===== src/rtl/hcvt_pkg.sv =====
`timescale 1ns/1ps
package hcvt_pkg;
  localparam int H_EW = 5;
  localparam int H_FW = 10;
  localparam int S_EW = 8;
  localparam int S_FW = 23;
  localparam int H_W  = 1 + H_EW + H_FW;
  localparam int S_W  = 1 + S_EW + S_FW;
  localparam int PAD  = S_FW - H_FW;
  localparam int H_BIAS = (1 << (H_EW - 1)) - 1;
  localparam int S_BIAS = (1 << (S_EW - 1)) - 1;
  localparam int REBIAS = S_BIAS - H_BIAS;
  localparam int SUB_BASE = S_BIAS - H_BIAS + 1;
  localparam int SH_W = $clog2(H_FW + 2);

  typedef logic [H_EW-1:0] hexp_t;
  typedef logic [H_FW-1:0] hfrac_t;
  typedef logic [S_EW-1:0] sexp_t;
  typedef logic [S_FW-1:0] sfrac_t;
  typedef logic [SH_W-1:0] shamt_t;

  typedef enum logic [2:0] {
    CL_ZERO = 3'd0,
    CL_SUB  = 3'd1,
    CL_NORM = 3'd2,
    CL_INF  = 3'd3,
    CL_NAN  = 3'd4
  } fclass_e;
endpackage


===== src/rtl/hcvt_classify.sv =====
`timescale 1ns/1ps
module hcvt_classify
  import hcvt_pkg::*;
(
  input  logic [H_W-1:0] half_i,
  output logic           sign_o,
  output hexp_t          exp_o,
  output hfrac_t         frac_o,
  output fclass_e        cls_o
);
  logic exp_zero;
  logic exp_ones;
  logic frac_zero;

  always_comb begin
    sign_o    = half_i[H_W-1];
    exp_o     = half_i[H_W-2 -: H_EW];
    frac_o    = half_i[H_FW-1:0];
    exp_zero  = (exp_o == '0);
    exp_ones  = (exp_o == '1);
    frac_zero = (frac_o == '0);
    if (exp_zero) begin
      cls_o = frac_zero ? CL_ZERO : CL_SUB;
    end else if (exp_ones) begin
      cls_o = frac_zero ? CL_INF : CL_NAN;
    end else begin
      cls_o = CL_NORM;
    end
  end
endmodule


===== src/rtl/hcvt_lzn.sv =====
`timescale 1ns/1ps
module hcvt_lzn #(
  parameter int W  = 10,
  parameter int SW = 4
) (
  input  logic [W-1:0]  frac_i,
  output logic [SW-1:0] shift_o,
  output logic [W-1:0]  frac_o
);
  localparam int STAGES = SW;

  logic [SW-1:0] lz;
  logic          found;
  logic [W-1:0]  stage [STAGES+1];

  // Priority encoder: leading zeros above the first set bit.
  always_comb begin
    lz    = '0;
    found = 1'b0;
    for (int i = W - 1; i >= 0; i--) begin
      if (!found) begin
        if (frac_i[i]) begin
          found = 1'b1;
        end else begin
          lz = lz + 1'b1;
        end
      end
    end
    shift_o = lz + 1'b1;
  end

  // Logarithmic barrel shifter; the leading one falls off the top.
  assign stage[0] = frac_i;
  generate
    for (genvar k = 0; k < STAGES; k++) begin : g_stage
      localparam int AMT = 1 << k;
      if (AMT < W) begin : g_shift
        assign stage[k+1] = shift_o[k] ? {stage[k][W-1-AMT:0], {AMT{1'b0}}} : stage[k];
      end else begin : g_clear
        assign stage[k+1] = shift_o[k] ? '0 : stage[k];
      end
    end
  endgenerate
  assign frac_o = stage[STAGES];
endmodule


===== src/rtl/hcvt_assemble.sv =====
`timescale 1ns/1ps
module hcvt_assemble
  import hcvt_pkg::*;
(
  input  logic           sign_i,
  input  hexp_t          exp_i,
  input  hfrac_t         frac_i,
  input  fclass_e        cls_i,
  input  shamt_t         shift_i,
  input  hfrac_t         nfrac_i,
  output logic [S_W-1:0] word_o
);
  sexp_t  s_exp;
  sfrac_t s_frac;

  always_comb begin
    s_exp  = '0;
    s_frac = '0;
    unique case (cls_i)
      CL_ZERO: begin
        s_exp  = '0;
        s_frac = '0;
      end
      CL_SUB: begin
        s_exp  = sexp_t'(SUB_BASE) - sexp_t'(shift_i);
        s_frac = {nfrac_i, {PAD{1'b0}}};
      end
      CL_NORM: begin
        s_exp  = sexp_t'(exp_i) + sexp_t'(REBIAS);
        s_frac = {frac_i, {PAD{1'b0}}};
      end
      CL_INF: begin
        s_exp  = '1;
        s_frac = '0;
      end
      CL_NAN: begin
        s_exp  = '1;
        s_frac = {frac_i, {PAD{1'b1}}};
      end
      default: begin
        s_exp  = '0;
        s_frac = '0;
      end
    endcase
    word_o = {sign_i, s_exp, s_frac};
  end
endmodule


===== src/rtl/hcvt_outstage.sv =====
`timescale 1ns/1ps
module hcvt_outstage #(
  parameter int DW      = 32,
  parameter bit REG_OUT = 1'b1
) (
  input  logic          clk,
  input  logic          rst_n,
  input  logic          valid_i,
  input  logic [DW-1:0] data_i,
  output logic          valid_o,
  output logic [DW-1:0] data_o
);
  generate
    if (REG_OUT) begin : g_reg
      logic          valid_d, valid_q;
      logic [DW-1:0] data_d, data_q;
      logic          load_en;

      always_comb begin
        load_en = valid_i;
        valid_d = valid_i;
        data_d  = load_en ? data_i : data_q;
      end

      always_ff @(posedge clk or negedge rst_n) begin
        if (!rst_n) begin
          valid_q <= 1'b0;
          data_q  <= '0;
        end else begin
          valid_q <= valid_d;
          data_q  <= data_d;
        end
      end

      assign valid_o = valid_q;
      assign data_o  = data_q;

      AST_VALID_FOLLOWS: assert property (@(posedge clk) disable iff (!rst_n)
        valid_i |=> valid_o) else $error("valid lost");
      AST_VALID_DROPS: assert property (@(posedge clk) disable iff (!rst_n)
        !valid_i |=> !valid_o) else $error("spurious valid");
      AST_HOLD_IDLE: assert property (@(posedge clk) disable iff (!rst_n)
        !valid_i |=> $stable(data_o)) else $error("result changed while idle");
    end else begin : g_pass
      assign valid_o = valid_i;
      assign data_o  = data_i;
    end
  endgenerate
endmodule


===== src/rtl/half_to_single_widen.sv =====
`timescale 1ns/1ps
module half_to_single_widen
  import hcvt_pkg::*;
#(
  parameter bit REG_OUT = 1'b1
) (
  input  logic        clk,
  input  logic        rst_n,
  input  logic        in_valid,
  input  logic [15:0] in_half,
  output logic        out_valid,
  output logic [31:0] out_single
);
  logic           h_sign;
  hexp_t          h_exp;
  hfrac_t         h_frac;
  fclass_e        h_cls;
  shamt_t         n_shift;
  hfrac_t         n_frac;
  logic [S_W-1:0] wide;

  hcvt_classify u_classify (
    .half_i (in_half),
    .sign_o (h_sign),
    .exp_o  (h_exp),
    .frac_o (h_frac),
    .cls_o  (h_cls)
  );

  hcvt_lzn #(.W(H_FW), .SW(SH_W)) u_lzn (
    .frac_i  (h_frac),
    .shift_o (n_shift),
    .frac_o  (n_frac)
  );

  hcvt_assemble u_assemble (
    .sign_i  (h_sign),
    .exp_i   (h_exp),
    .frac_i  (h_frac),
    .cls_i   (h_cls),
    .shift_i (n_shift),
    .nfrac_i (n_frac),
    .word_o  (wide)
  );

  hcvt_outstage #(.DW(S_W), .REG_OUT(REG_OUT)) u_out (
    .clk     (clk),
    .rst_n   (rst_n),
    .valid_i (in_valid),
    .data_i  (wide),
    .valid_o (out_valid),
    .data_o  (out_single)
  );

  AST_NORMAL_MAP: assert property (@(posedge clk) disable iff (!rst_n)
    (in_valid && in_half[14:10] != 5'd0 && in_half[14:10] != 5'd31) |->
      (wide[22:13] == in_half[9:0] && wide[12:0] == 13'd0 &&
       wide[31] == in_half[15] && wide[30:23] == 8'(in_half[14:10]) + 8'd112))
    else $error("normal mapping");
  AST_ZERO_SIGN: assert property (@(posedge clk) disable iff (!rst_n)
    (in_valid && in_half[14:0] == 15'd0) |-> (wide == {in_half[15], 31'd0}))
    else $error("zero mapping");
  AST_SUB_EXP_RANGE: assert property (@(posedge clk) disable iff (!rst_n)
    (in_valid && in_half[14:10] == 5'd0 && in_half[9:0] != 10'd0) |->
      (wide[30:23] >= 8'd103 && wide[30:23] <= 8'd112 && wide[12:0] == 13'd0))
    else $error("subnormal exponent range");
  AST_INF_MAP: assert property (@(posedge clk) disable iff (!rst_n)
    (in_valid && in_half[14:0] == 15'h7C00) |-> (wide[30:0] == 31'h7F800000))
    else $error("infinity mapping");
  AST_NAN_PAD: assert property (@(posedge clk) disable iff (!rst_n)
    (in_valid && in_half[14:10] == 5'd31 && in_half[9:0] != 10'd0) |->
      (wide[30:23] == 8'hFF && wide[12:0] == 13'h1FFF && wide[22:13] == in_half[9:0]))
    else $error("NaN padding");
endmodule


===== config.mk =====
export PLATFORM = sky130hd
export DESIGN_NAME = half_to_single_widen
export DESIGN_NICKNAME = d
export VERILOG_FILES = /design/src/rtl/hcvt_pkg.sv /design/src/rtl/hcvt_classify.sv /design/src/rtl/hcvt_lzn.sv /design/src/rtl/hcvt_assemble.sv /design/src/rtl/hcvt_outstage.sv /design/src/rtl/half_to_single_widen.sv
export SDC_FILE = /design/constraint.sdc
export NUM_CORES = 1
export LEC_CHECK = 0
export ABC_AREA = 1
export CORE_ASPECT_RATIO = 1.25
export CORE_MARGIN = 2
export CORE_UTILIZATION = 50
export CTS_BUF_LIST = sky130_fd_sc_hd__clkbuf_8
export CTS_CLUSTER_DIAMETER = 40
export DETAILED_ROUTE_END_ITERATION = 16
export DONT_BUFFER_PORTS = 1
export HOLD_SLACK_MARGIN = 0.02
export PLACE_DENSITY = 0.69
export RECOVER_POWER = 50
export SETUP_SLACK_MARGIN = 0.02
export SYNTH_ARGS = -nofsm -noshare
export SYNTH_HDL_FRONTEND = slang
export SYNTH_SLANG_ARGS = --single-unit

===== constraint.sdc =====
create_clock -name clk -period 2.3 [get_ports clk]
set_input_delay 0.69 -clock clk [delete_from_list [all_inputs] [get_ports clk]]
set_output_delay 0.69 -clock clk [all_outputs]
set_load 0.03 [all_outputs]

# After elaboration in Yosys (flattened, before gate mapping)
# Cells that the tools add are included.
# classes
n_addsub	12
n_eq_ne	5
n_mux	46
reduce_logical	3
# op_table
operator	count
$mux 4	18
$pmux 23 s3	1
$mux 10	4
$add 4x1->4 const B	9
$pmux 8 s3	1
$mux 1	19
$logic_not 10->1	1
$mux 3	3
$add 5x7->8 const B	1
$sub 7x4->8 const A	1
$eq 3x2->1 const B	2
$eq 5x5->1 const B	1
$logic_not 5->1	1
$eq 3x1->1 const B	1
$eq 3x3->1 const B	1
$add 1x1->2 const B	1
$reduce_or 2->1	1
# word_totals
regBits	33
in_bits	19
word_cells	68

# Logic depth before layout (Yosys ltp)
# logic_depth
word_depth	34
depth_mapped	42
mapped_depth_nobuf	41

# Cells and area by module
# A second synthesis with hierarchy kept.
# hier_totals
hier_cells	465
hier_area_um2	3044.2
# modules_own_cells
mod	instances	cells_each	area_per_inst_um2	seq_area_each_um2
hcvt_outstage	1	137	1317.5	825.8
hcvt_lzn	1	202	1058.5	0.0
hcvt_assemble	1	88	455.4	0.0
hcvt_classify	1	38	212.7	0.0

# Worst setup path after synthesis
# Ideal clock, no wire load.
# synth_path
path_type	input-to-reg
start	input port in_half[8]
end	register u_out.g_reg.data_q[19] (netlist: u_out.data_o[19])
setup_ps	121
arrival_time_ps	5824
t_required_ps	2179
slack_ps	-3644
cell_stages	36
path_buffers	0
cell_sequence	nor2_4 -> ha_1 -> o21a_1 -> ha_1 -> a21oi_1 -> o21ai_0 -> nand2_1 -> inv_1 -> ha_1 -> o21ai_0 -> mux2i_1 -> ha_1 -> nand2_1 -> o21ai_0 -> and2_1 -> ha_1 -> nand2_1 -> nand2_1 -> ha_1 -> o21ai_0 -> inv_1 -> ha_1 -> nand2_1 -> nand2_1 -> nand2_1 -> inv_1 -> ha_1 -> nand2_1 -> o21ai_0 -> ha_1 -> clkinv_1 -> nand2_1 -> o21ai_0 -> or2_2 -> nand3_1 -> a21oi_2
# synth_between
elab_chain_len	32
elab_cells_between_ends	49
# synth_lines
item	line	text
from (decl)	half_to_single_widen.sv:10	input logic [15:0] in_half,
$mux 4	hcvt_lzn.sv:22	if (frac_i[i]) begin
$mux 4	hcvt_lzn.sv:21	if (!found) begin
$add 4x1->4	hcvt_lzn.sv:25	lz = lz + 1'b1;
$mux 4	hcvt_lzn.sv:22	
$mux 4	hcvt_lzn.sv:21	
$add 4x1->4	hcvt_lzn.sv:25	
$mux 4	hcvt_lzn.sv:22	
$mux 4	hcvt_lzn.sv:21	
(+13 left out)	--	
$mux 4	hcvt_lzn.sv:22	
$mux 4	hcvt_lzn.sv:21	
$add 4x1->4	hcvt_lzn.sv:25	
$mux 4	hcvt_lzn.sv:22	
$mux 4	hcvt_lzn.sv:21	
$add 4x1->4	hcvt_lzn.sv:29	shift_o = lz + 1'b1;
$mux 10 (4 in series)	hcvt_lzn.sv:38	assign stage[k+1] = shift_o[k] ? {stage[k][W-1-AMT:0], {AMT{1'b0}}} : stage[k];
$pmux 23 s3 (*)	hcvt_assemble.sv:19	unique case (cls_i)
to (signal assigned)	hcvt_outstage.sv:31	data_q <= data_d;
to (decl)	hcvt_outstage.sv:16	logic [DW-1:0] data_d, data_q;
# Mark *: on every way between the ends. The rest lies on a longest branch, timed or not.
# A chain may end at the register's enable or synchronous reset.

# Final worst setup path
# layout_path
start	input port in_half[8]
end	register u_out.g_reg.data_q[22] (netlist: u_out.data_o[22])
# Same word-level chain as after synthesis.

==> out/metrics.cfg <==
[critical_path]
criticalPathCategory=input port to register
crit_family=adder cells
cp.arrival_ns=5.62
crit_slowest_cell=ha_1
path_common_cell=ha_4
worst_setup_path_start_kind=input port
crit_fanout=6
cpPeakStageDelay_ns=0.29
crit_required_ns=2.50
critical_path_buf_inv_count=4
crit_path_end_kind=register

[global_routing]
track_usage=0.2641
grt_pass1_wl_um=9653
antenna_found_initial=0
grt_overflow_total=0
grt_max_degree=27
grt_pass1_vias=2295

[placed_design]
place_inst=420
dpl-instance-area_um2=2534
place_ws_ns=-3.632
gp_congestion=0.8656
dpl.hpwl_um=4343
port_buffers=0

[power_and_ir_drop]
p_comb_frac=0.441
p_int_mw=0.7638
p_switching_mw=0.5113
power_mw=1.275
leakagePower_nw=1.650
clkPwrFrac=0.188
p_sw_frac=0.4010
p_per_area_nw_per_um2=395.8
ir_worst_vdd_uv=246.6
seqPwrFrac=0.371

[timing]
layout_setup_ws_ns=-3.120
setup_violations=17
setup_tns_ns=-43.25
period_share=2.357
slew_headroom=0.4594
max_freq_mhz=184.5
rsz0062_at_grt=true
fin_skew_ns=0
min_period_ns=5.420
maxSlewViolCount=0
worst_pin_slew_ns=0.8024
hold_viol_final=0

[drt]
wl_per_cell_um=15.56
drt_first_pass_iters=4
via_count=2431
drtAntennaViolNets=0
wl_um=7003
drtIter0Drc=140
drc_errors=0
vias_per_cell=5.402

[yosys]
ys_seq_area_frac=0.2420
async_flop_share=1.000
ys_types=36
synth_flop_cell=dfrtp_1
synth_edf_count=0
syn-cell-area_um2=2068
avgSynthCellArea_um2=6.383
postSynthCellCount=324
synth_seq_cells=20
syn-num-nets=353
yosysWarningCount=0

[layout]
drive_above_1_share=0.4695
syn2layout_area_growth_pct=55.78
multiInputGateArea_um2=1627
finalNonFillerCells=450
seq_area_um2=504.2
nFillCells=282
nets=424
finalInstanceArea_um2=3222
diodes=0

[status]
status=finished with violations
failed_checks=setup timing

[die]
start_util=0.5127
core_area_um2=4034
dieHeight_um=75.91
ioPinCount=52
dieArea_um2=4670
num_rows=26
die_x_um=61.53

[cts]
clk_pin_slew_ns=0.08
cts_buffers=3
clock_sinks=20
cts_hold_buf=0
clockBufferDepth=2
clockRootBuffer=clkbuf_8
clock_latency_ns=0.27
cts_tree=built
h-tree-depth=1

[hold_path]
hp-class=input port to async pin

[job]
cap_viol_max_count=0

==> power groups by stage <==
| stage | Sequential (mW) | Combinational [mW] | Clock [mW] |
|---|---|---|---|
| finish | 0.474 | 0.562 | 0.239 |
| global route | 0.478 | 0.607 | 0.252 |
| CTS | 0.473 | 0.442 | 0.234 |
| detailed placement | 0.480 | 0.349 | 0 |
| global placement | 0.478 | 0.340 | 0 |
| floorplan | 0.471 | 0.243 | 0 |
==> cells in the mapped netlist, types with 3 or more instances <==
| library cell | number | share of area |
|---|---|---|
| nand2_2 | 8 | 0.024 |
| clkbuf_1 | 4 | 0.0073 |
| inv_1 | 48 | 0.087 |
| nor2_1 | 28 | 0.051 |
| dfrtp_1 | 20 | 0.24 |
| nand4_1 | 5 | 0.015 |
| nand2_1 | 81 | 0.15 |
| nor2_2 | 6 | 0.018 |
| nor2_4 | 3 | 0.016 |
| buf_4 | 13 | 0.047 |
| inv_2 | 4 | 0.0073 |
| ha_1 | 10 | 0.060 |
| o21ai_0 | 30 | 0.073 |
| a21oi_1 | 12 | 0.029 |
| o22ai_1 | 3 | 0.0091 |
| nand3_1 | 22 | 0.053 |
==> path summary, 6_finish.rpt <==
path,startpoint,endpoint,slack (ns),depth (start not counted)
max,in_half[8],u_out.data_o[22],-3.12,36
min,rst_n,u_out.data_o[12],0.11,0
max reg2reg,u_out.data_o[29],u_out.data_o[29],1.35,2
min reg2reg,u_out.data_o[12],u_out.data_o[12],0.59,2
max in group asynchronous,rst_n,u_out.data_o[31],2.11,0
min in group clk,in_valid,u_out.valid_o,0.44,0
==> registers in the layout, indices dropped and copies added, names as in the netlist <==
register       flops
u_out.data_o      19
u_out.valid_o      1
==> per-layer routing <==
metal  vias to the layer above  GRT usage  share of wire
met3                        32    0.04096          0.039
met2                        80     0.4684           0.54
met5                         -          0              0
met4                         0     0.1319          0.052
li1                       1162          -              -
met1                      1157     0.2844           0.37
==> final cells by class <==
cell class                      instances  area share
Clock buffer                            3     0.01282
Clock inverter                          1    0.001165
Inverter                               55     0.07534
Multi-Input combinational cell        231      0.5049
Sequential cell                        20      0.1565
Tap cell                               56     0.02175
Timing Repair Buffer                   84      0.2276
==> kinds of logic after synthesis <==
group / count (synthesis) / share of synthesized area
simple gates: 163 / 0.3769
buf+inv: 73 / 0.1609
flops: 20 / 0.2420
mux: 1 / 0.004840
fa+ha+maj: 10 / 0.06050
compound gates: 54 / 0.1422
xor+xnor: 3 / 0.01271
==> placed cells by master (no fill, tap or decap), types with 7 or more instances in the layout <==
cell,instances
a21oi_2,10
buf_4,65
buf_6,16
dfrtp_1,19
inv_1,40
inv_2,10
nand2_1,68
nand2_2,15
nand2_4,7
nand3_1,12
nand3_2,8
nor2_1,21
nor2_4,11
o21ai_0,16
==> timing repair <==
| action | in CTS | in global routing |
|---|---|---|
| endpoints found under the setup margin | 16 | 17 |
| pin swaps | 30 | 50 |
| setup buffers | 20 | 6 |
| gates cloned | 1 | 1 |
| gates resized for setup | 56 | 56 |
==> metrics by stage <==
| stage | hold WS, ns | utilization |
|---|---|---|
| floorplan | 0.3944 | - |
| global placement | 0.3949 | 0.6281 |
| detailed placement | 0.3948 | 0.6281 |
| CTS | 0.1119 | 0.7258 |
| global route | 0.09899 | 0.7987 |
| finish | 0.1051 | 0.7987 |
Power figures use the tool's default switching activity.
